## src/rtl/wiper_pkg.sv

```systemverilog
package wiper_pkg;
  parameter int unsigned WIPER_TAPS = 100;
  localparam int unsigned WIPER_W = $clog2(WIPER_TAPS);
endpackage

```

## src/rtl/wiper_sync.sv

```systemverilog
module wiper_sync #(
  parameter int unsigned W = 3,
  parameter logic [W-1:0] IDLE = '0
) (
  input  logic         clk,
  input  logic         rst_n,
  input  logic [W-1:0] async_in,
  output logic [W-1:0] cur,
  output logic [W-1:0] prev
);
  logic [W-1:0] meta_q;
  logic [W-1:0] cur_q;
  logic [W-1:0] prev_q;

  always_ff @(posedge clk or negedge rst_n) begin
    if (!rst_n) begin
      meta_q <= IDLE;
      cur_q  <= IDLE;
      prev_q <= IDLE;
    end else begin
      meta_q <= async_in;
      cur_q  <= meta_q;
      prev_q <= cur_q;
    end
  end

  assign cur  = cur_q;
  assign prev = prev_q;
endmodule

```

## src/rtl/wiper_counter.sv

```systemverilog
module wiper_counter #(
  parameter int unsigned TAPS = wiper_pkg::WIPER_TAPS,
  localparam int unsigned W = $clog2(TAPS)
) (
  input  logic         clk,
  input  logic         rst_n,
  input  logic         step_ev,
  input  logic         up,
  input  logic         load,
  input  logic [W-1:0] load_val,
  output logic [W-1:0] pos
);
  localparam logic [W-1:0] TOP = W'(TAPS - 1);

  logic [W-1:0] cnt_q;
  logic [W-1:0] cnt_d;

  always_comb begin
    cnt_d = cnt_q;
    if (load) begin
      cnt_d = load_val;
    end else if (step_ev) begin
      if (up) begin
        if (cnt_q != TOP) cnt_d = cnt_q + 1'b1;
      end else begin
        if (cnt_q != '0) cnt_d = cnt_q - 1'b1;
      end
    end
  end

  always_ff @(posedge clk or negedge rst_n) begin
    if (!rst_n) cnt_q <= '0;
    else        cnt_q <= cnt_d;
  end

  assign pos = cnt_q;

  assert_in_range_R1: assert property (@(posedge clk) disable iff (!rst_n)
    cnt_q <= TOP);
  assert_hold_idle_R8: assert property (@(posedge clk) disable iff (!rst_n)
    (!step_ev && !load) |=> $stable(cnt_q));
  assert_step_up_R4: assert property (@(posedge clk) disable iff (!rst_n)
    (step_ev && !load && up && cnt_q != TOP) |=> cnt_q == $past(cnt_q) + 1'b1);
  assert_step_down_R5: assert property (@(posedge clk) disable iff (!rst_n)
    (step_ev && !load && !up && cnt_q != '0) |=> cnt_q == $past(cnt_q) - 1'b1);
  assert_sat_top_R6: assert property (@(posedge clk) disable iff (!rst_n)
    (step_ev && !load && up && cnt_q == TOP) |=> cnt_q == TOP);
  assert_sat_bottom_R7: assert property (@(posedge clk) disable iff (!rst_n)
    (step_ev && !load && !up && cnt_q == '0) |=> cnt_q == '0);
endmodule

```

## src/rtl/wiper_nv.sv

```systemverilog
module wiper_nv #(
  parameter int unsigned W = wiper_pkg::WIPER_W
) (
  input  logic         clk,
  input  logic         blank_n,
  input  logic         wr,
  input  logic [W-1:0] wr_val,
  output logic [W-1:0] rd_val
);
  logic [W-1:0] cell_q;
  logic [W-1:0] cell_d;

  always_comb begin
    cell_d = cell_q;
    if (wr) cell_d = wr_val;
  end

  always_ff @(posedge clk or negedge blank_n) begin
    if (!blank_n) cell_q <= '0;
    else          cell_q <= cell_d;
  end

  assign rd_val = cell_q;

  assert_cell_hold_R10: assert property (@(posedge clk) disable iff (!blank_n)
    !wr |=> $stable(cell_q));
endmodule

```

## src/rtl/wiper_decode.sv

```systemverilog
module wiper_decode #(
  parameter int unsigned TAPS = wiper_pkg::WIPER_TAPS,
  localparam int unsigned W = $clog2(TAPS)
) (
  input  logic            clk,
  input  logic            rst_n,
  input  logic [W-1:0]    pos,
  output logic [TAPS-1:0] sel
);
  for (genvar i = 0; i < TAPS; i++) begin : g_tap
    assign sel[i] = (pos == W'(i));
  end

  assert_onehot_R2: assert property (@(posedge clk) disable iff (!rst_n)
    $countones(sel) == 1);
endmodule

```

## src/rtl/wiper_ctrl.sv

```systemverilog
module wiper_ctrl #(
  parameter int unsigned TAPS = wiper_pkg::WIPER_TAPS,
  localparam int unsigned W = $clog2(TAPS)
) (
  input  logic            clk,
  input  logic            rst_n,
  input  logic            nv_rst_n,
  input  logic            sel_n,
  input  logic            step_n,
  input  logic            dir_up,
  output logic [W-1:0]    wiper_pos,
  output logic [TAPS-1:0] tap_sel
);
  // bit order of the synchronized control bundle
  localparam int unsigned B_SEL  = 0;
  localparam int unsigned B_STEP = 1;
  localparam int unsigned B_DIR  = 2;

  logic [1:0]   rst_sync_q;
  logic         rst_int_n;
  logic         recall_q;
  logic         recall_d;
  logic [2:0]   raw;
  logic [2:0]   cur;
  logic [2:0]   prev;
  logic         step_ev;
  logic         store_ev;
  logic [W-1:0] pos;
  logic [W-1:0] saved;

  // asynchronous assert, synchronous release of the power-up reset
  always_ff @(posedge clk or negedge rst_n) begin
    if (!rst_n) rst_sync_q <= '0;
    else        rst_sync_q <= {rst_sync_q[0], 1'b1};
  end
  assign rst_int_n = rst_sync_q[1];

  // one reload cycle after the reset is released
  always_comb recall_d = 1'b0;
  always_ff @(posedge clk or negedge rst_int_n) begin
    if (!rst_int_n) recall_q <= 1'b1;
    else            recall_q <= recall_d;
  end

  assign raw[B_SEL]  = sel_n;
  assign raw[B_STEP] = step_n;
  assign raw[B_DIR]  = dir_up;

  wiper_sync #(.W(3), .IDLE(3'b011)) u_sync (
    .clk(clk), .rst_n(rst_int_n), .async_in(raw), .cur(cur), .prev(prev)
  );

  assign step_ev  = !cur[B_SEL] && prev[B_STEP] && !cur[B_STEP];
  assign store_ev = !prev[B_SEL] && cur[B_SEL] && cur[B_STEP];

  wiper_counter #(.TAPS(TAPS)) u_cnt (
    .clk(clk), .rst_n(rst_int_n), .step_ev(step_ev), .up(cur[B_DIR]),
    .load(recall_q), .load_val(saved), .pos(pos)
  );

  wiper_nv #(.W(W)) u_nv (
    .clk(clk), .blank_n(nv_rst_n), .wr(store_ev), .wr_val(pos), .rd_val(saved)
  );

  wiper_decode #(.TAPS(TAPS)) u_dec (
    .clk(clk), .rst_n(rst_int_n), .pos(pos), .sel(tap_sel)
  );

  assign wiper_pos = pos;

  assert_recall_R9: assert property (@(posedge clk) disable iff (!rst_int_n)
    recall_q |=> pos == $past(saved));
  assert_rise_no_step_R11: assert property (@(posedge clk) disable iff (!rst_int_n)
    (!prev[B_STEP] && cur[B_STEP] && !recall_q) |=> $stable(pos));
endmodule

```

## config.mk

```make
export PLATFORM = sky130hd
export DESIGN_NAME = wiper_ctrl
export DESIGN_NICKNAME = d
export VERILOG_FILES = /design/src/rtl/wiper_pkg.sv /design/src/rtl/wiper_sync.sv /design/src/rtl/wiper_counter.sv /design/src/rtl/wiper_nv.sv /design/src/rtl/wiper_decode.sv /design/src/rtl/wiper_ctrl.sv
export SDC_FILE = /design/constraint.sdc
export NUM_CORES = 1
export LEC_CHECK = 0
export BUFFER_PORTS_ARGS = -buffer_cell sky130_fd_sc_hd__buf_2
export CAP_MARGIN = 20
export CELL_PAD_IN_SITES_DETAIL_PLACEMENT = 2
export CELL_PAD_IN_SITES_GLOBAL_PLACEMENT = 2
export CORE_ASPECT_RATIO = 0.6
export CORE_MARGIN = 4
export CORE_UTILIZATION = 21
export DETAILED_ROUTE_END_ITERATION = 12
export GPL_TIMING_DRIVEN = 0
export PLACE_DENSITY = 0.85
export REMOVE_ABC_BUFFERS = 1
export SKIP_LAST_GASP = 1
export SLEW_MARGIN = 25
export SYNTH_ARGS = -nofsm -noshare
export SYNTH_HDL_FRONTEND = slang
export SYNTH_SLANG_ARGS = --single-unit
```

## constraint.sdc

```tcl
create_clock -name clk -period 2.06 [get_ports clk]
set_input_delay 0.412 -clock clk [delete_from_list [all_inputs] [get_ports clk]]
set_output_delay 0.412 -clock clk [all_outputs]
set_load 0.02 [all_outputs]
```

After elaboration in Yosys (flattened, before gate mapping) --
Index checks and enable logic that the tools add are counted.
Word-level totals: register bits 25, bits of input ports 6, output and inout port bits 107
Cells by class: add/sub/neg operators 2, equal/unequal tests 101, multiplexer cells 5, reductions and logical operators 12
Operators with widths (count):
- 7-bit equality test (second input constant) | 36
- 7-bit by 6-bit equality test with 1-bit output (second input constant) | 32
- 7-bit by 5-bit equality test with 1-bit output (second input constant) | 16
- 7-bit by 4-bit equality test with 1-bit output (second input constant) | 8
- 7-bit 2-to-1 mux | 5
- 7-bit by 3-bit equality test with 1-bit output (second input constant) | 4
- 7-bit by 2-bit equality test with 1-bit output (second input constant) | 2
- 7-bit by 1-bit adder with 7-bit output (second input constant) | 1
- 7-bit by 1-bit equality test with 1-bit output (second input constant) | 1
- 7-bit logical NOT | 1
- 7-bit inequality test (second input constant) | 1
- 7-bit nonzero test | 1
- 7-bit by 1-bit subtractor with 7-bit output (second input constant) | 1
- 1-bit logical AND | 4
- 1-bit logical NOT | 3
- 3-bit by 2-bit inequality test with 1-bit output (second input constant) | 1
- 3-bit AND reduction | 1
- 3-bit nonzero test | 1
- 2-bit nonzero test | 1

Logic depth before layout (Yosys ltp) --
word-level depth 5, gate-level depth with buffers 7, mapped depth without buffers 6

Hierarchy --
Synthesis repeated with hierarchy kept, for this count alone.
Second synthesis, totals: cell total of the unflattened synthesis 237, area total of the unflattened synthesis 1944.4 um^2
Modules (own cells, without submodules):
- wiper_decode | times used 1, cells an instance 143, area an instance 691.9 um^2, sequential area each 0.0 um^2
- wiper_counter | times used 1, cells an instance 63, area an instance 623.1 um^2, sequential area each 175.2 um^2
- wiper_nv | times used 1, cells an instance 15, area an instance 291.5 um^2, sequential area each 175.2 um^2
- wiper_sync | times used 1, cells an instance 9, area an instance 232.7 um^2, sequential area each 232.7 um^2
- wiper_ctrl | times used 1, cells an instance 7, area an instance 105.1 um^2, sequential area each 76.3 um^2

Worst setup path before layout --
OpenSTA, ideal clock, no wires.
path kind flip-flop to output port, from register u_cnt.cnt_q[5], in the netlist u_cnt.pos[5], to output port tap_sel[18], data arrival time 1766 ps, data required time 1648 ps, slack -118 ps, cell stages (with the launch flop) 6, path buffers 3, cells stage by stage dfrtp_1 > buf_2 > or3b_2 > clkbuf_1 > buf_2 > nor2_1
On the way: word-level cells in the longest chain between the ends 1
RTL lines:
- start: declaration | line wiper_counter.sv:15 | logic [W-1:0] cnt_q;
- start signal: assignment | line wiper_counter.sv:33 | else cnt_q <= cnt_d;
- 7-bit by 5-bit equality test with 1-bit output | line wiper_decode.sv:11 | assign sel[i] = (pos == W'(i));
- end: declaration | line wiper_ctrl.sv:12 | output logic [TAPS-1:0] tap_sel
No other way between the ends.

Final worst setup path --
from register u_cnt.cnt_q[1], in the netlist u_cnt.pos[1], to output port tap_sel[16]
The elaborated chain is that of the path after synthesis.

==> metrics.md <==
| Metric | Value |
|---|---|
| Status | finished, violations left |
| Most numerous cell in the Yosys netlist | nor2_1 |
| Crit-path cells | inv_4 > ha_4 > or3b_4 > buf_4 > nor2_4 > buf_6 |
| Max-slew violations | 0 |
| Share of synthesized flip-flops with an asynchronous set or reset | 100.0% |
| Remaining DRCs | 0 |
| Crit-path slowest cell | dfrtp_2 |
| Mapped Area | ~1800 um2 |
| CTS clk-pin slew, worst paths | 60 ps |
| Yosys top cell area share | 25.19% |
| Syn Inst Count | ~240 |
| Antenna cell count | 0 |
| CP Class | reg -> out |
| Max Clock Freq | 455.8 MHz |
| Crit-path max cell delay | 460 ps |
| Grt total ovfl | 0 |
| Layout Nets | about 400 |
| TritonCTS clock tree | yes |
| Final ANT Viol Nets | 0 |
| Clk sink count | 25 |
| Hpwl dp | 6275 um |
| Vias in the first global route | 2551 |
| Post-synthesis register bit count | 25 |
| Number of fill cells in the layout | 934 |
| Share of cells above drive strength 1 | 55.81% |
| Post-synth cell types | 40 |
| Drt wl/cell | 22.11 um |
| Reg2Reg Depth | 8 |
| Unrepaired setup endpoints after global routing | yes |
| Top cells by area, synth | dfrtp_1 (25%), nor2_1 (24%), dfstp_2 (10%) |
| Num CTS Buffers | 3 |
| Hold Violations, Final | 0 |
| Failing checks | negative setup slack |
| Starting Density | 22.16% |
| Post-route insts no fill | 495 |
| Row cnt | 25 |
| Setup violators final | 35 |
| Core area | 8070 um2 |
| Initial antenna violation count | 0 |
| Most frequent cells after synthesis | nor2_1 (112), nand2_1 (21), dfrtp_1 (18) |
| Clk buf depth | 2 |
| Global placer's final weighted congestion | slightly above 0.8 |
| Vias | between 2000 and 2500 |
| Startpoint types | flop |
| Post-synthesis sequential area ratio | between 30% and 40% |
| Worst Tran Pin Value | 672.1 ps |
| VDD IR max | ~390 uV |
| Die Height | just under 80 um |
| Vias per cell | 4.905 |
| DP Worst Slack | -420.3 ps |
| Static leakage | roughly 1.5 nW |
| Syn avg cell area | 7.419 um2 |
| Full die area | 10100 um2 |
| MaxCap Viol Count | 0 |
| Worst clock skew | approximately 3.8 ps |
| DIE WIDTH | 127.1 um |
| Multi-input gate area | 1252 um2 |
| Area Overhead vs Synth | 72.36% |
| Post-synth top area cell | dfrtp_1 |
| Warnings from Yosys | 0 |
| Critical path capture point type | primary output |
| Num ports | 113 |
| Hold Path Class | in -> reg |
| Port Buffers | about 110 |
| Worst-Skew Late Latency | 260 ps |
| Tmin final | approximately 2200 ps |
| H-tree depth | 1 |
| Most used DFF post-synth | dfrtp_1 |
| Hold path depth | 1 |
| Worst Slack Setup Final | -134.1 ps |
| Critical path arrival | 1780 ps |
| CTS root buf | clkbuf_16 |
| Post-synth EDFFs | 0 |
| First-pass DRT Iterations | 4 |
| CP max FO | 4 |
| Critical Path RT | 1650 ps |
| Initial DRC Count | 117 |
| Pin count of the biggest net entering global routing | 18 |
| Pwr/cell area | 940.2 nW/um2 |
| Total Wirelength | 10950 um |
| Final Cycle Share | 106.5% |
| Reg area | 643.1 um2 |
| Cells after DPL | between 400 and 500 |
| Slew margin rel. | 55.19% |
| First-pass GRT wire length | 14590 um |
| GRT Total Usage | between 15 and 20% |
logic make-up (layout without fill, tap and decap cells):
group | count (synthesis) | after routing | synth area share, %
adder cells (fa/ha/maj) | 5 | 5 | 3.499
flip-flops | 25 | 25 | 35.48
AO/OA/AOI/OAI | 19 | 19 | 8.119
AND/OR/NAND/NOR | 163 | 166 | 41.71
other | 2 | 2 | 0.4200
buffers and inverters | 20 | 163 | 6.578
XOR/XNOR | 1 | 1 | 0.4899
multiplexers | 6 | 6 | 3.709
area by class of cell:
class	instances	area share (%)
Sequential cell	25	20.87
Clock buffer	4	2.558
Timing Repair Buffer	156	31.02
Tap cell	108	4.385
Inverter	3	0.5278
Multi-Input combinational cell	199	40.64
power breakdown:
| part | internal [W] | switching [W] | leakage, nW |
|---|---|---|---|
| Combinational | 0.000613 | 0.00100 | 1.19 |
| Sequential | 0.000621 | 0.000233 | 0.273 |
| Clock | 0.000265 | 0.000166 | 0.0382 |
| Total | 0.00150 | 0.00140 | 1.50 |
registers in the layout, indices dropped and copies added, names as in the netlist:
signal,cells
rst_sync_q,2
recall_q,1
u_cnt.pos,7
u_nv.rd_val,7
u_sync.prev,2
u_sync.cur,3
u_sync.meta_q,3
per-layer routing:
layer | GRT usage [%] | part of all wire (%) | routed length (um)
met5 | 0 | 0 | 0
met4 | 2.784 | 2.1 | 225
met3 | 3.543 | 5.7 | 625
met2 | 32.70 | 49 | 5374
met1 | 22.78 | 43 | 4719
metrics by stage:
step                area, um2  TNS (ps)  util, %  total power (W)  hold slack [ps]
finish                   3082     -1709    38.19         0.002897            255.7
global route             3082     -8149    38.19         0.003064            237.8
CTS                      2726    -568.7    33.78         0.002458            245.4
detailed placement       2377     -7594    29.46         0.001831            201.4
global placement         2377     -3411    29.46         0.001758            201.8
floorplan                1682    -431.0        -         0.001422            116.4
worst paths after layout:
kind,from,endpoint,slack (ps)
max in group asynchronous,rst_sync_q[1]$_DFF_PN0_,u_cnt.pos[2]$_DFFE_PN0P_,1310
worst min register to register,rst_sync_q[1]$_DFF_PN0_,u_sync.meta_q[2]$_DFF_PN0_,280
worst min-delay path,step_n,u_sync.meta_q[1]$_DFF_PN1_,260
worst max register to register,u_cnt.pos[0]$_DFFE_PN0P_,u_cnt.pos[6]$_DFFE_PN0P_,-80
worst max-delay path,u_cnt.pos[1]$_DFFE_PN0P_,tap_sel[16],-130
min in group asynchronous,rst_sync_q[1]$_DFF_PN0_,u_sync.meta_q[2]$_DFF_PN0_,280
critical path: cells and delay by family (launching register included):
kind                     cells  cell delay, ps
flip-flops                   1             460
adder cells (fa/ha/maj)      1             150
buffers and inverters        3             380
AND/OR/NAND/NOR              2             530
cell usage in the layout (no fill, tap or decap), types with 5 or more instances in the layout:
cell | Yosys | layout
mux2_2 | 5 | 5
or4_1 | 5 | 5
buf_2 | 4 | 107
dfrtp_2 | 0 | 7
buf_4 | 2 | 39
dfstp_2 | 7 | 7
nor2_1 | 112 | 104
buf_6 | 4 | 6
nand2_2 | 0 | 7
nand2_1 | 21 | 11
dfrtp_1 | 18 | 11
nor2_4 | 0 | 6
a31oi_1 | 6 | 6
repair_timing:
item,in CTS,in global routing
pin swaps,8,8
buffers inserted,15,27
resized for setup,43,30
hold buffers,2,0
endpoints found under the hold margin,9,0
gates cloned,2,1
setup endpoints to repair,107,107
(Power assumes the default switching activity.)
